<file path="src/rtl/vfpwm_pkg.sv">
// Package: shared constants and register addresses for the variable-frequency
// PWM timer. Assumes a 3-bit register address space.
package vfpwm_pkg;
    timeunit 1ns;
    timeprecision 100ps;

    localparam int NUM_CMP = 2;     // low-time threshold, high-time threshold
    localparam int ADDR_W  = 3;

    typedef enum logic [ADDR_W-1:0] {
        RA_CTRL   = 3'd0,
        RA_RELOAD = 3'd1,
        RA_THR_LO = 3'd2,
        RA_THR_HI = 3'd3,
        RA_SHD_LO = 3'd4,
        RA_SHD_HI = 3'd5
    } reg_addr_e;

    // Index of each threshold; also the value reported on evt_sel.
    localparam int IDX_LO = 0;
    localparam int IDX_HI = 1;
endpackage

</file>
<file path="src/rtl/vfpwm_regs.sv">
// Register bank: control enable, reload value, and for each threshold an
// active register plus a shadow register. A hardware load request copies the
// shadow into the active register and beats a software write in the same
// clock. Assumes writes are single-cycle strobes.
module vfpwm_regs
    import vfpwm_pkg::*;
#(
    parameter int CNT_W = 16
) (
    input  logic                            clk,
    input  logic                            rst_n,
    input  logic                            wr_en,
    input  logic [ADDR_W-1:0]               wr_addr,
    input  logic [CNT_W-1:0]                wr_data,
    input  logic [NUM_CMP-1:0]              hw_load,
    output logic                            en,
    output logic [CNT_W-1:0]                reload_val,
    output logic [NUM_CMP-1:0][CNT_W-1:0]   thr_act,
    output logic [NUM_CMP-1:0][CNT_W-1:0]   thr_shd
);
    timeunit 1ns;
    timeprecision 100ps;

    // Control and reload registers.
    always_ff @(posedge clk) begin
        if (!rst_n) begin
            en         <= 1'b0;
            reload_val <= '0;
        end else if (wr_en) begin
            if (wr_addr == RA_CTRL)   en         <= wr_data[0];
            if (wr_addr == RA_RELOAD) reload_val <= wr_data;
        end
    end

    // One active/shadow pair per threshold.
    for (genvar g = 0; g < NUM_CMP; g++) begin : g_thr
        localparam logic [ADDR_W-1:0] A_ACT = ADDR_W'(int'(RA_THR_LO) + g);
        localparam logic [ADDR_W-1:0] A_SHD = ADDR_W'(int'(RA_SHD_LO) + g);

        // Active threshold: hardware handover first, then software write.
        always_ff @(posedge clk) begin
            if (!rst_n)                            thr_act[g] <= '0;
            else if (hw_load[g])                   thr_act[g] <= thr_shd[g];
            else if (wr_en && wr_addr == A_ACT)    thr_act[g] <= wr_data;
        end

        // Shadow threshold: written only by software.
        always_ff @(posedge clk) begin
            if (!rst_n)                            thr_shd[g] <= '0;
            else if (wr_en && wr_addr == A_SHD)    thr_shd[g] <= wr_data;
        end
    end
endmodule

</file>
<file path="src/rtl/vfpwm_match.sv">
// Match detector: chooses the threshold for the current output phase and
// flags a hit on an enabled tick. A hit is suppressed on the clock where the
// enable has just risen, because the counter is reloaded then.
module vfpwm_match
    import vfpwm_pkg::*;
#(
    parameter int CNT_W = 16
) (
    input  logic                            en,
    input  logic                            en_d,
    input  logic                            tick,
    input  logic                            phase_hi,
    input  logic [CNT_W-1:0]                cnt,
    input  logic [NUM_CMP-1:0][CNT_W-1:0]   thr_act,
    output logic [NUM_CMP-1:0]              hit
);
    timeunit 1ns;
    timeprecision 100ps;

    logic [CNT_W-1:0] sel_thr;
    logic             any_hit;

    // Threshold selection and hit decode for the current phase.
    always_comb begin
        sel_thr     = phase_hi ? thr_act[IDX_HI] : thr_act[IDX_LO];
        any_hit     = en && en_d && tick && (cnt == sel_thr);
        hit         = '0;
        hit[IDX_LO] = any_hit && !phase_hi;
        hit[IDX_HI] = any_hit &&  phase_hi;
    end
endmodule

</file>
<file path="src/rtl/vfpwm_count.sv">
// Counter and output phase: counts enabled ticks, reloads on a hit or on the
// enable's rising edge, toggles the output on a hit and registers a one-clock
// event with its source. Assumes hit is one-hot or zero.
module vfpwm_count
    import vfpwm_pkg::*;
#(
    parameter int CNT_W = 16
) (
    input  logic                 clk,
    input  logic                 rst_n,
    input  logic                 en,
    input  logic                 tick,
    input  logic [CNT_W-1:0]     reload_val,
    input  logic [NUM_CMP-1:0]   hit,
    output logic                 en_d,
    output logic [CNT_W-1:0]     cnt,
    output logic                 phase_hi,
    output logic                 evt_pulse,
    output logic                 evt_sel
);
    timeunit 1ns;
    timeprecision 100ps;

    localparam logic [CNT_W-1:0] ONE = CNT_W'(1);

    // Delayed enable for edge detection.
    always_ff @(posedge clk) begin
        if (!rst_n) en_d <= 1'b0;
        else        en_d <= en;
    end

    // Counter: reload on enable rise or hit, else step on enabled tick.
    always_ff @(posedge clk) begin
        if (!rst_n)                  cnt <= '0;
        else if (en && !en_d)        cnt <= reload_val;
        else if (|hit)               cnt <= reload_val;
        else if (en && tick)         cnt <= cnt + ONE;
    end

    // Output phase: low-time hit raises it, high-time hit lowers it.
    always_ff @(posedge clk) begin
        if (!rst_n)              phase_hi <= 1'b0;
        else if (hit[IDX_LO])    phase_hi <= 1'b1;
        else if (hit[IDX_HI])    phase_hi <= 1'b0;
    end

    // Event pulse and its source, aligned with the output change.
    always_ff @(posedge clk) begin
        if (!rst_n) begin
            evt_pulse <= 1'b0;
            evt_sel   <= 1'b0;
        end else begin
            evt_pulse <= |hit;
            evt_sel   <= hit[IDX_HI];
        end
    end
endmodule

</file>
<file path="src/rtl/vfpwm_timer.sv">
// Top: variable-frequency PWM timer channel with shadowed thresholds. Wires
// the register bank, the match detector and the counter/phase logic. Assumes
// a synchronous active-low reset and a single clock domain.
module vfpwm_timer
    import vfpwm_pkg::*;
#(
    parameter int CNT_W = 16
) (
    input  logic              clk,
    input  logic              rst_n,
    input  logic              wr_en,
    input  logic [2:0]        wr_addr,
    input  logic [CNT_W-1:0]  wr_data,
    input  logic              tick,
    output logic              pwm_out,
    output logic              evt_pulse,
    output logic              evt_sel
);
    timeunit 1ns;
    timeprecision 100ps;

    logic                           en;
    logic                           en_d;
    logic [CNT_W-1:0]               reload_val;
    logic [NUM_CMP-1:0][CNT_W-1:0]  thr_act;
    logic [NUM_CMP-1:0][CNT_W-1:0]  thr_shd;
    logic [NUM_CMP-1:0]             hit;
    logic [CNT_W-1:0]               cnt;
    logic                           phase_hi;

    vfpwm_regs #(.CNT_W(CNT_W)) u_regs (
        .clk        (clk),
        .rst_n      (rst_n),
        .wr_en      (wr_en),
        .wr_addr    (wr_addr),
        .wr_data    (wr_data),
        .hw_load    (hit),
        .en         (en),
        .reload_val (reload_val),
        .thr_act    (thr_act),
        .thr_shd    (thr_shd)
    );

    vfpwm_match #(.CNT_W(CNT_W)) u_match (
        .en       (en),
        .en_d     (en_d),
        .tick     (tick),
        .phase_hi (phase_hi),
        .cnt      (cnt),
        .thr_act  (thr_act),
        .hit      (hit)
    );

    vfpwm_count #(.CNT_W(CNT_W)) u_count (
        .clk        (clk),
        .rst_n      (rst_n),
        .en         (en),
        .tick       (tick),
        .reload_val (reload_val),
        .hit        (hit),
        .en_d       (en_d),
        .cnt        (cnt),
        .phase_hi   (phase_hi),
        .evt_pulse  (evt_pulse),
        .evt_sel    (evt_sel)
    );

    assign pwm_out = phase_hi;
endmodule

</file>
<file path="config.mk">
export PLATFORM = sky130hd
export DESIGN_NAME = vfpwm_timer
export DESIGN_NICKNAME = d
export VERILOG_FILES = /design/src/rtl/vfpwm_pkg.sv /design/src/rtl/vfpwm_regs.sv /design/src/rtl/vfpwm_match.sv /design/src/rtl/vfpwm_count.sv /design/src/rtl/vfpwm_timer.sv
export SDC_FILE = /design/constraint.sdc
export NUM_CORES = 1
export LEC_CHECK = 0
export BUFFER_PORTS_ARGS = -buffer_cell sky130_fd_sc_hd__buf_2
export CAP_MARGIN = 20
export CORE_MARGIN = 2
export CORE_UTILIZATION = 50
export CTS_BUF_LIST = sky130_fd_sc_hd__clkbuf_16
export CTS_CLUSTER_DIAMETER = 80
export DETAILED_ROUTE_END_ITERATION = 10
export PLACE_DENSITY = 0.71
export SETUP_SLACK_MARGIN = 0.5
export SKIP_LAST_GASP = 1
export SYNTH_ARGS = -nofsm -noshare
export SYNTH_HDL_FRONTEND = slang
export SYNTH_SLANG_ARGS = --single-unit
export TNS_END_PERCENT = 30
</file>
<file path="constraint.sdc">
create_clock -name clk -period 6 [get_ports clk]
set_input_delay 0.6 -clock clk [delete_from_list [all_inputs] [get_ports clk]]
set_output_delay 0.6 -clock clk [all_outputs]
set_load 0.05 [all_outputs]
</file>
==> run metrics, run 1 <==
outcome=complete, no violations; drt initial violations=275; DP Area=4950 µm²; CP endpoint=u_count.cnt[6]; critical path class=register to register; Routed Antenna Nets=0; Cell variety after synth=50; Setup Total Neg Slack=0 ps; Setup Buffers After CTS=0; hold buffer count at CTS=0; Cells after Synth=around 570; Worst-Margin Slew=1060 ps; Post-Route Skew=5.34 ps; CTS tree=yes; Synthesis Warnings=0; Final period util=56.5%; first-pass GRT wire length=between 15,000 and 20,000 µm; Via density=5.66; non-filler cells, final=705; Worst setup EP type=register; # DRC=0; core area=9330 µm²; crit-path cells=mux2i_1, xnor2_1, nor4_2, nand4_2, o21ai_2, nor2_1, o41a_1; total power=around 1.3 mW; Max-slew headroom=just under 30%; Final Max Slew Viols=0; clk buf depth=2; Post-CTS Resized=0; number of global-route vias before repair=3,717; unrepaired setup endpoints after global routing=false; sequential share of the synthesized area=41.8%; initial antenna violation count=0; share of layout cells above drive strength 1=12.0%; max_cap viols=0; clk slew on worst S/H paths=70 ps; flops & latches, synth=about 100; grt ovf=0; Fin. Hold Viols=0; Clock Sink Count=101; average size of a mapped cell=roughly 8.4 µm²; placed insts=690; setup violators final=0; r2r setup slk=2610 ps; syn_nets=597; Post-Route WL=~11,000 µm; DR pass1 iterations=5; Cell Rows=35; CP startpoint kind=register; highest clock rate=slightly below 300 MHz; Worst Reg-to-Reg Cells=7; worst reg2reg path endpoint=u_count.cnt[6]; predominant post-synthesis flop cell=dfxtp_1; Fillers=approximately 850; die area=10,500 µm²; H-tree Lvls=3; CTS Root Buffer Type=clkbuf_16; power density over the cells=256 nW/µm²; LEAKAGE=1.87 nW; cell area after synthesis=slightly below 5000 µm²; CP max-delay cell=dfxtp_1; Num CTS Buffers=9; largest net degree at the start of global routing=52; Final Cell Area=between 5000 and 6000 µm²; critical path fanouts, max=21; FF-to-FF Start=u_count.phase_hi; Hold WS=455 ps; GRT Total Usage=23.2%; Crit path largest cell delay=1020 ps; Via Count=3,991; I/O Buffers=25; clock latency on the worst-skew pair=340 ps; CP required=6230 ps; wire length per cell=16.1 µm; dpl hpwl=8020 µm; IO Count=26; Die Wd=102 µm; Post-synth EDFFs=0; VDD IR max=~0.21 mV; CP arrival=3620 ps; initial core utilization=51.9%; min Tclk post-route=3390 ps; worst hold path class=register to register; Async SR Flop Fraction=0%; worst setup path start=u_count.phase_hi; Die Span Y=~100 µm; Synth-to-Final Area Change=8.51%; antenna diode count=0; GP Congestion=0.881; net count reported at finish=597
==> synth_stat cells, types with 2 or more instances <==
cell	n	area share, %
a211oi_1	16	2.5
a211oi_2	16	4.1
a21o_1	4	0.62
a21oi_1	63	6.5
a22oi_1	5	0.78
a31oi_1	3	0.39
a32oi_1	4	0.72
a41o_1	2	0.41
and2_1	2	0.26
and3_1	3	0.39
buf_1	2	0.16
buf_2	2	0.21
buf_6	3	0.70
buf_8	2	0.62
clkbuf_1	31	2.4
dfxtp_1	101	42
inv_1	4	0.31
mux2i_1	50	10
nand2_1	122	9.5
nand2b_1	2	0.26
nand3_1	12	1.2
nand3b_1	2	0.31
nand4_1	4	0.52
nor2_1	50	3.9
nor2b_1	3	0.39
nor3_1	6	0.62
nor4_1	6	0.78
nor4_2	3	0.78
o21ai_0	3	0.31
o221ai_1	2	0.36
or2_2	2	0.26
or3_1	6	0.78
xnor2_1	18	3.3
xor2_1	3	0.54
==> through the flow <==
step	utilization [%]	setup slack [ps]
global route	56.3	2370
CTS	56.1	2390
finish	56.3	2610
floorplan	-	3330
global placement	53.1	2700
detailed placement	53.1	2420
==> cell usage in the layout (no fill, tap or decap), types with 3 or more instances in the layout <==
cell type / instances
buf_4: 4
mux2i_1: 50
nand3_1: 12
buf_2: 25
nor4_2: 3
nor3_1: 5
nand2_1: 122
a211oi_1: 16
inv_1: 4
xnor2_1: 18
clkbuf_16: 9
nor2_1: 50
a21oi_1: 63
nand4_1: 4
a32oi_1: 4
nor2b_1: 3
xor2_1: 3
or3_1: 6
a211oi_2: 16
a22oi_1: 5
a21o_1: 4
nor4_1: 6
a31oi_1: 3
dfxtp_1: 101
and3_1: 3
==> cell type report <==
cell class,count,area [µm²],share of cell area (%)
clock buffers,9,225,4.29
clock inverters,5,55.1,1.05
repair buffers,30,170,3.24
well taps,129,161,3.07
flip-flops and latches,101,2020,38.5
inverters,4,15.0,0.286
multi-input cells,427,2600,49.5
==> flip-flops by register name, summed over array words and instances, names as in the netlist, 16 cells and up <==
| name | count |
|---|---|
| u_regs.thr_act | 32 |
| u_count.cnt | 16 |
| u_regs.reload_val | 16 |
| u_regs.thr_shd | 32 |
==> worst min-delay path by stage <==
stage,startpoint,end,slack [ps],cells past startpoint
floorplan,u_regs.reload_val[5],u_count.cnt[5],430,2
finish,u_regs.thr_shd[6],u_regs.thr_shd[6],460,2
global route,u_regs.thr_shd[28],u_regs.thr_shd[28],470,2
detailed placement,u_regs.reload_val[5],u_count.cnt[5],450,2
global placement,u_regs.thr_shd[10],u_regs.thr_shd[10],440,2
CTS,u_regs.reload_val[5],u_count.cnt[5],460,2
==> kinds of logic after synthesis <==
family	synth area share, %
adder cells (fa/ha/maj)	0.259
AND/OR/NAND/NOR	20.9
multiplexers	10.3
flip-flops	41.8
buffers and inverters	4.55
AO/OA/AOI/OAI	18.4
XOR/XNOR	3.80
==> worst max-delay path, delay by kind of cell (launching register included) <==
family,cells,cell delay (ps)
AOI/OAI and AO/OA,2,1030
xor gates and xnor gates,1,130
muxes,1,340
DFF,1,1020
and+or+nand+nor,3,760
==> layer usage <==
metal | share of wire [%] | vias up | GRT usage, %
met4 | 1.2 | 0 | 6.67
li1 | - | 2010 | -
met3 | 4.5 | 11 | 3.56
met2 | 46 | 90 | 38.2
met5 | 0 | - | 0
met1 | 48 | 1880 | 31.6
==> power by group <==
group / leakage [nW] / total (mW) / switching (mW) / internal (mW)
registers: 0.817 / 0.697 / 0.0121 / 0.684
logic: 0.910 / 0.0894 / 0.0569 / 0.0325
clock network: 0.139 / 0.560 / 0.243 / 0.317
total: 1.87 / 1.35 / 0.312 / 1.03
No activity file was read; power rests on OpenSTA's default activity.
==> run 2, diff against run 1 <==
Clock period 6 ns to 3.2 ns, I/O delays scaled along.
==> run metrics, run 2 (synthesis results as in run 1) <==
GP Congestion=0.908 (+3.2%); outcome=complete, no violations; Worst Reg-to-Reg Cells=9 (+2); GRT Total Usage=23.7% (+0.50 points); Hold Path Origin=wr_data[9]; Via density=5.76 (+1.7%); crit-path cells=buf_4, mux2i_1, xnor2_1, nor4_2, nand4_2, o21ai_2, buf_4, mux2i_1, a21oi_1; CTS tree=yes; grt ovf=0 (unchanged); LEAKAGE=1.91 nW (+2.4%); r2r setup slk=660 ps (-1950 ps); hold buffer count at CTS=0 (unchanged); unrepaired setup endpoints after global routing=true; Max-slew headroom=34.9% (+5.4 points); Routed Antenna Nets=0 (unchanged); I/O Buffers=25 (unchanged); Post-Route WL=11,700 µm (+3.4%); Post-CTS Resized=0 (unchanged); Post-Route Skew=10.5 ps (+5.11 ps); Fin. Hold Viols=0 (unchanged); worst reg2reg path endpoint=u_count.cnt[1]; CTS Root Buffer Type=clkbuf_16; Final Max Slew Viols=0 (unchanged); Regs by FF count=u_regs.thr_act (32), u_regs.thr_shd (32); first-pass GRT wire length=19,500 µm (+3.4%); Die Span Y=102 µm (unchanged); worst hold path class=primary input to register; Util after Layout=57.0% (+0.76 points); Clock Sink Count=101 (unchanged); DR pass1 iterations=5 (unchanged); core area=9330 µm² (unchanged); largest net degree at the start of global routing=37 (-29%); Worst setup EP type=register; clock latency on the worst-skew pair=350 ps (about the same); CP arrival=2750 ps (-870 ps); Worst Slack Setup Final=658 ps (-1950 ps); Worst-Margin Slew=975 ps (-81.6 ps); wire length per cell=16.4 µm (+1.7%); dpl hpwl=8110 µm (+1.1%); min Tclk post-route=2540 ps (-849 ps); critical path class=register to register; die area=10,500 µm² (unchanged); Die Wd=102 µm (unchanged); critical path fanouts, max=12 (-43%); dpl ws=657 ps (-1760 ps); VDD IR max=0.270 mV (+29%); commonest cells after routing, fill and taps aside=122 x nand2_1, 101 x dfxtp_1, 63 x a21oi_1, 50 x nor2_1, 50 x mux2i_1; FF-to-FF Start=u_count.phase_hi; # DRC=0 (unchanged); clk slew on worst S/H paths=80 ps (about the same); power density over the cells=474 nW/µm² (+85%); commonest non-fill, non-tap cell in the layout=nand2_1; CP required=3410 ps (-2820 ps); Num CTS Buffers=9 (unchanged); setup violators final=0 (unchanged); H-tree Lvls=3 (unchanged); CP startpoint kind=register; initial core utilization=51.9% (unchanged); net count reported at finish=607 (+1.7%); clk buf depth=2 (unchanged); highest clock rate=393 MHz (+33%); antenna diode count=0 (unchanged); CP max-delay cell=o21ai_2; share of layout cells above drive strength 1=13.9% (+2.0 points); initial antenna violation count=0 (unchanged); Cell Rows=35 (unchanged); Setup Total Neg Slack=0 ps (unchanged); IO Count=26 (unchanged); Via Count=4,127 (+3.4%); Final period util=79.4% (+23 points); worst setup path start=u_count.phase_hi; CP endpoint=u_count.cnt[1]; max_cap viols=0 (unchanged); Crit path largest cell delay=380 ps (-640 ps); Synth-to-Final Area Change=9.98%; drt initial violations=267 (-2.9%); number of global-route vias before repair=3,782 (+1.7%)
run 2: critical path, delay by kind of cell (launching register included):
| kind | cells | cell delay (ps) |
|---|---|---|
| compound gates | 2 | 450 |
| flops | 1 | 330 |
| simple gates | 2 | 540 |
| mux | 2 | 460 |
| buf+inv | 2 | 460 |
| xor+xnor | 1 | 140 |
run 2: how the worst min path moves through the flow:
stage / slack [ps] / end / cells after the start
after floorplan: 430 / u_count.cnt[5] / 2
after detailed placement: 450 / u_regs.reload_val[9] / 2
after global placement: 440 / u_count.cnt[5] / 2
after CTS: 260 / u_regs.reload_val[13] / 3
final: 250 / u_regs.thr_shd[9] / 3
after global routing: 260 / u_regs.thr_shd[30] / 3
run 2: timing repair:
item	CTS	global route
buffers inserted	0	4
endpoints found under the hold margin	0	0
setup endpoints to repair	0	18
run 2: power breakdown:
| part | leakage [nW] | total, mW | switching (mW) | internal [mW] |
|---|---|---|---|---|
| logic | 0.955 | 0.169 | 0.106 | 0.0628 |
| clock network | 0.138 | 1.05 | 0.507 | 0.539 |
| registers | 0.817 | 1.31 | 0.0227 | 1.28 |
| total | 1.91 | 2.52 | 0.636 | 1.88 |
run 2: stage by stage:
| step | cell area (µm²) | power [mW] | instances | hold WS [ps] |
|---|---|---|---|---|
| finish | 5320 | 2.52 | 717 | 254 |
| global route | 5320 | 2.61 | 717 | 259 |
| CTS | 5290 | 2.53 | 713 | 255 |
| detailed placement | 5010 | 1.50 | 697 | 447 |
| global placement | 5010 | 1.50 | 697 | 438 |
| floorplan | 4840 | 1.44 | 573 | 432 |
run 2: cell type report:
cell class / count / area (µm²)
fillers: 867 / 4010
multi-input cells: 427 / 2600
flip-flops and latches: 101 / 2020
repair buffers: 40 / 238
clock buffers: 9 / 225
well taps: 129 / 161
clock inverters: 7 / 58.8
inverters: 4 / 15.0
run 2: metal layers:
metal | up-vias | global-route usage [%] | wire, µm | part of all wire (%)
li1 | 2030 | - | - | -
met1 | 1970 | 34.1 | 5600 | 48
met2 | 115 | 36.7 | 5400 | 46
met3 | 12 | 3.63 | 585 | 5.0
met4 | 0 | 6.87 | 144 | 1.2
met5 | - | 0 | 0 | 0
==> run 3, diff against run 2 <==
Settings changed: ABC_AREA set to 1, PLACE_DENSITY 0.71 to 0.74.
Clock period 3.2 ns to 2 ns, I/O delays scaled along.
==> run metrics, run 3 <==
CP required=2290 ps (-1120 ps); Cell Rows=37 (+5.7%); sequential share of the synthesized area=38.8% (-3.0 points); dpl hpwl=11,400 µm (+41%); worst reg2reg path endpoint=u_regs.thr_act[11]; Max-slew headroom=59.2% (+24 points); initial antenna violation count=0 (unchanged); DR pass1 iterations=7 (+2); Synth-to-Final Area Change=25.7%; predominant post-synthesis flop cell=dfxtp_1; clk slew on worst S/H paths=70 ps (about the same); cell area after synthesis=5220 µm² (+7.8%); clock latency on the worst-skew pair=350 ps (about the same); largest net degree at the start of global routing=71 (+92%); CTS tree=yes; GRT Total Usage=29.7% (+6.0 points); Hold Crit Depth=3 (unchanged); Hold Path Sink=u_regs.thr_shd[13]; Final Cell Area=6560 µm² (+23%); sequential fraction of design power=50.1% (-1.7 points); switching share of power=26.8% (+1.5 points); Final Max Slew Viols=0 (unchanged); placed insts=955 (+37%); Synth area leader=dfxtp_1; Post-Route Skew=6.89 ps (-3.56 ps); setup violators final=1 (+1); Post-synth top cells=195 x nand2_1, 128 x nor2_1, 101 x dfxtp_1; antenna diode count=0 (unchanged); Setup Total Neg Slack=-13.1 ps (-13.1 ps); CP arrival=2300 ps (-450 ps); Synthesis Warnings=0 (unchanged); Worst Reg-to-Reg Cells=15 (+6); syn_nets=824 (+38%); grt ovf=0 (unchanged); Regs by FF count=u_regs.thr_act (32), u_regs.thr_shd (32); top post-synthesis cells by area=dfxtp_1 39%, nand2_1 14%, nor2_1 9.2%, o21ai_0 7.3%, nand3_1 6.3%; VDD IR max=0.421 mV (+56%); non-filler cells, final=995 (+39%); Pint=3.10 mW (+64%); DP Area=5590 µm² (+12%); failing checks=setup timing; outcome=finished, violations left; CTS Root Buffer Type=clkbuf_16; Clock Sink Count=101 (unchanged); Worst setup EP type=register; Via Count=5,553 (+35%); Fillers=904 (+4.3%); critical path class=register to register; H-tree Lvls=3 (unchanged); net count reported at finish=879 (+45%); Fin. Hold Viols=0 (unchanged); IO Count=26 (unchanged); core area=10,200 µm² (+9.7%); Worst Slack Setup Final=-13.1 ps (-671 ps); FF-to-FF Start=u_count.phase_hi; share of layout cells above drive strength 1=22.0% (+8.1 points); worst hold path class=primary input to register; # DRC=0 (unchanged); clk buf depth=2 (unchanged); first-pass GRT wire length=25,800 µm (+33%); critical path fanouts, max=7 (-5); Hold Path Origin=wr_data[13]; Final period util=101% (+21 points); total power=4.23 mW (+68%); Clk pwr share=37.4% (-4.1 points); number of global-route vias before repair=4,917 (+30%); drt initial violations=489 (+83%); Die Span Y=106 µm (+3.7%); Post-synth EDFFs=0 (unchanged); top-count cell post-synth=nand2_1; Routed Antenna Nets=0 (unchanged); die area=11,300 µm² (+7.5%); switching power=1.13 mW (+78%); CP startpoint kind=register; Worst-Margin Slew=612 ps (-363 ps); initial core utilization=51.0% (-0.87 points); power density over the cells=645 nW/µm² (+36%); Cells after Synth=800 (+40%); wire length per cell=16.8 µm (+2.7%); average size of a mapped cell=6.52 µm² (-23%); Synth top area share=38.8% (-3.0 points); I/O Buffers=25 (unchanged); Via density=5.58 (-3.0%); Die Wd=106 µm (+3.7%); commonest non-fill, non-tap cell in the layout=nand2_1; LEAKAGE=2.84 nW (+49%); flops & latches, synth=101 (unchanged); unrepaired setup endpoints after global routing=true; min Tclk post-route=2010 ps (-529 ps); highest clock rate=497 MHz (+26%); commonest cells after routing, fill and taps aside=159 x nand2_1, 123 x nor2_1, 100 x dfxtp_1, 77 x inv_1, 75 x o21ai_0; Comb power frac=12.5% (+5.8 points); max_cap viols=0 (unchanged); Num CTS Buffers=9 (unchanged); Async SR Flop Fraction=0% (unchanged); GP Congestion=0.929 (+2.3%); Post-Route WL=16,700 µm (+43%); r2r setup slk=-10 ps (-670 ps); Cell variety after synth=33 (-34%); Util after Layout=64.1% (+7.1 points)
[run 3: area by class of cell]
type	count	area (µm²)	share of cell area, %
multi-input cells	586	3100	47.2
flip-flops and latches	101	2030	30.9
repair buffers	74	671	10.2
inverters	82	328	5.00
clock buffers	9	225	3.43
well taps	136	170	2.59
clock inverters	6	33.8	0.515
repair inverters	1	8.76	0.134
[run 3: cell families (layout without fill, tap and decap cells)]
kind of cell / Yosys count / after routing / share of synthesized area [%]
buffers and inverters: 118 / 172 / 9.71
xor gates and xnor gates: 15 / 15 / 2.66
and+or+nand+nor: 428 / 433 / 35.2
DFF: 101 / 101 / 38.8
AOI/OAI and AO/OA: 137 / 137 / 13.5
adders and majority gates: 1 / 1 / 0.240
[run 3: layer usage]
metal | track usage, % | vias up | wire length [µm]
met1 | 40.7 | 2532 | 7000
met4 | 12.5 | 0 | 582
met3 | 4.35 | 44 | 1460
met5 | 0 | - | 0
li1 | - | 2682 | -
met2 | 46.7 | 295 | 7680
[run 3: critical path, stage by stage (launching register included)]
cell and delay [ps]:
dfxtp_4 400, buf_12 140, buf_16 130, nand2_4 70
nand3_2 60, nand2_2 90, nand3_2 80, nor2_4 140
nand2_2 80, nor2_4 110, buf_12 140, nand3_4 110
buf_6 150, nand2_2 40, nand2_1 60, a21oi_2 120
[run 3: timing repair]
action	in CTS	in global routing
pin swaps	33	40
hold buffers	0	0
setup buffers	16	1
endpoints found under the setup margin	51	51
gates resized for setup	59	57
cloned	7	1
[run 3: worst max path at each step]
stage,startpoint,endpoint,slack (ps),cells past startpoint
after floorplan,u_count.phase_hi,u_count.cnt[11],70,16
after global placement,u_count.phase_hi,u_count.cnt[10],-10,14
after detailed placement,u_count.phase_hi,u_count.cnt[9],-20,14
after CTS,u_count.phase_hi,u_regs.thr_act[11],70,15
after global routing,u_count.phase_hi,u_regs.thr_act[11],-140,14
final,u_count.phase_hi,u_regs.thr_act[11],-10,15
[run 3: stage by stage]
step	hold WS, ps	worst slack [ps]
floorplan	349	71.8
global route	149	-138
global placement	426	-14.8
finish	147	-13.1
detailed placement	436	-15.9
CTS	141	69.5
[run 3: power groups by stage]
stage / registers (mW) / logic [mW] / clock network [mW]
final: 2.12 / 0.530 / 1.58
after global routing: 2.12 / 0.577 / 1.70
after CTS: 2.11 / 0.493 / 1.61
after detailed placement: 2.16 / 0.420 / 0
after global placement: 2.16 / 0.413 / 0
after floorplan: 2.14 / 0.280 / 0
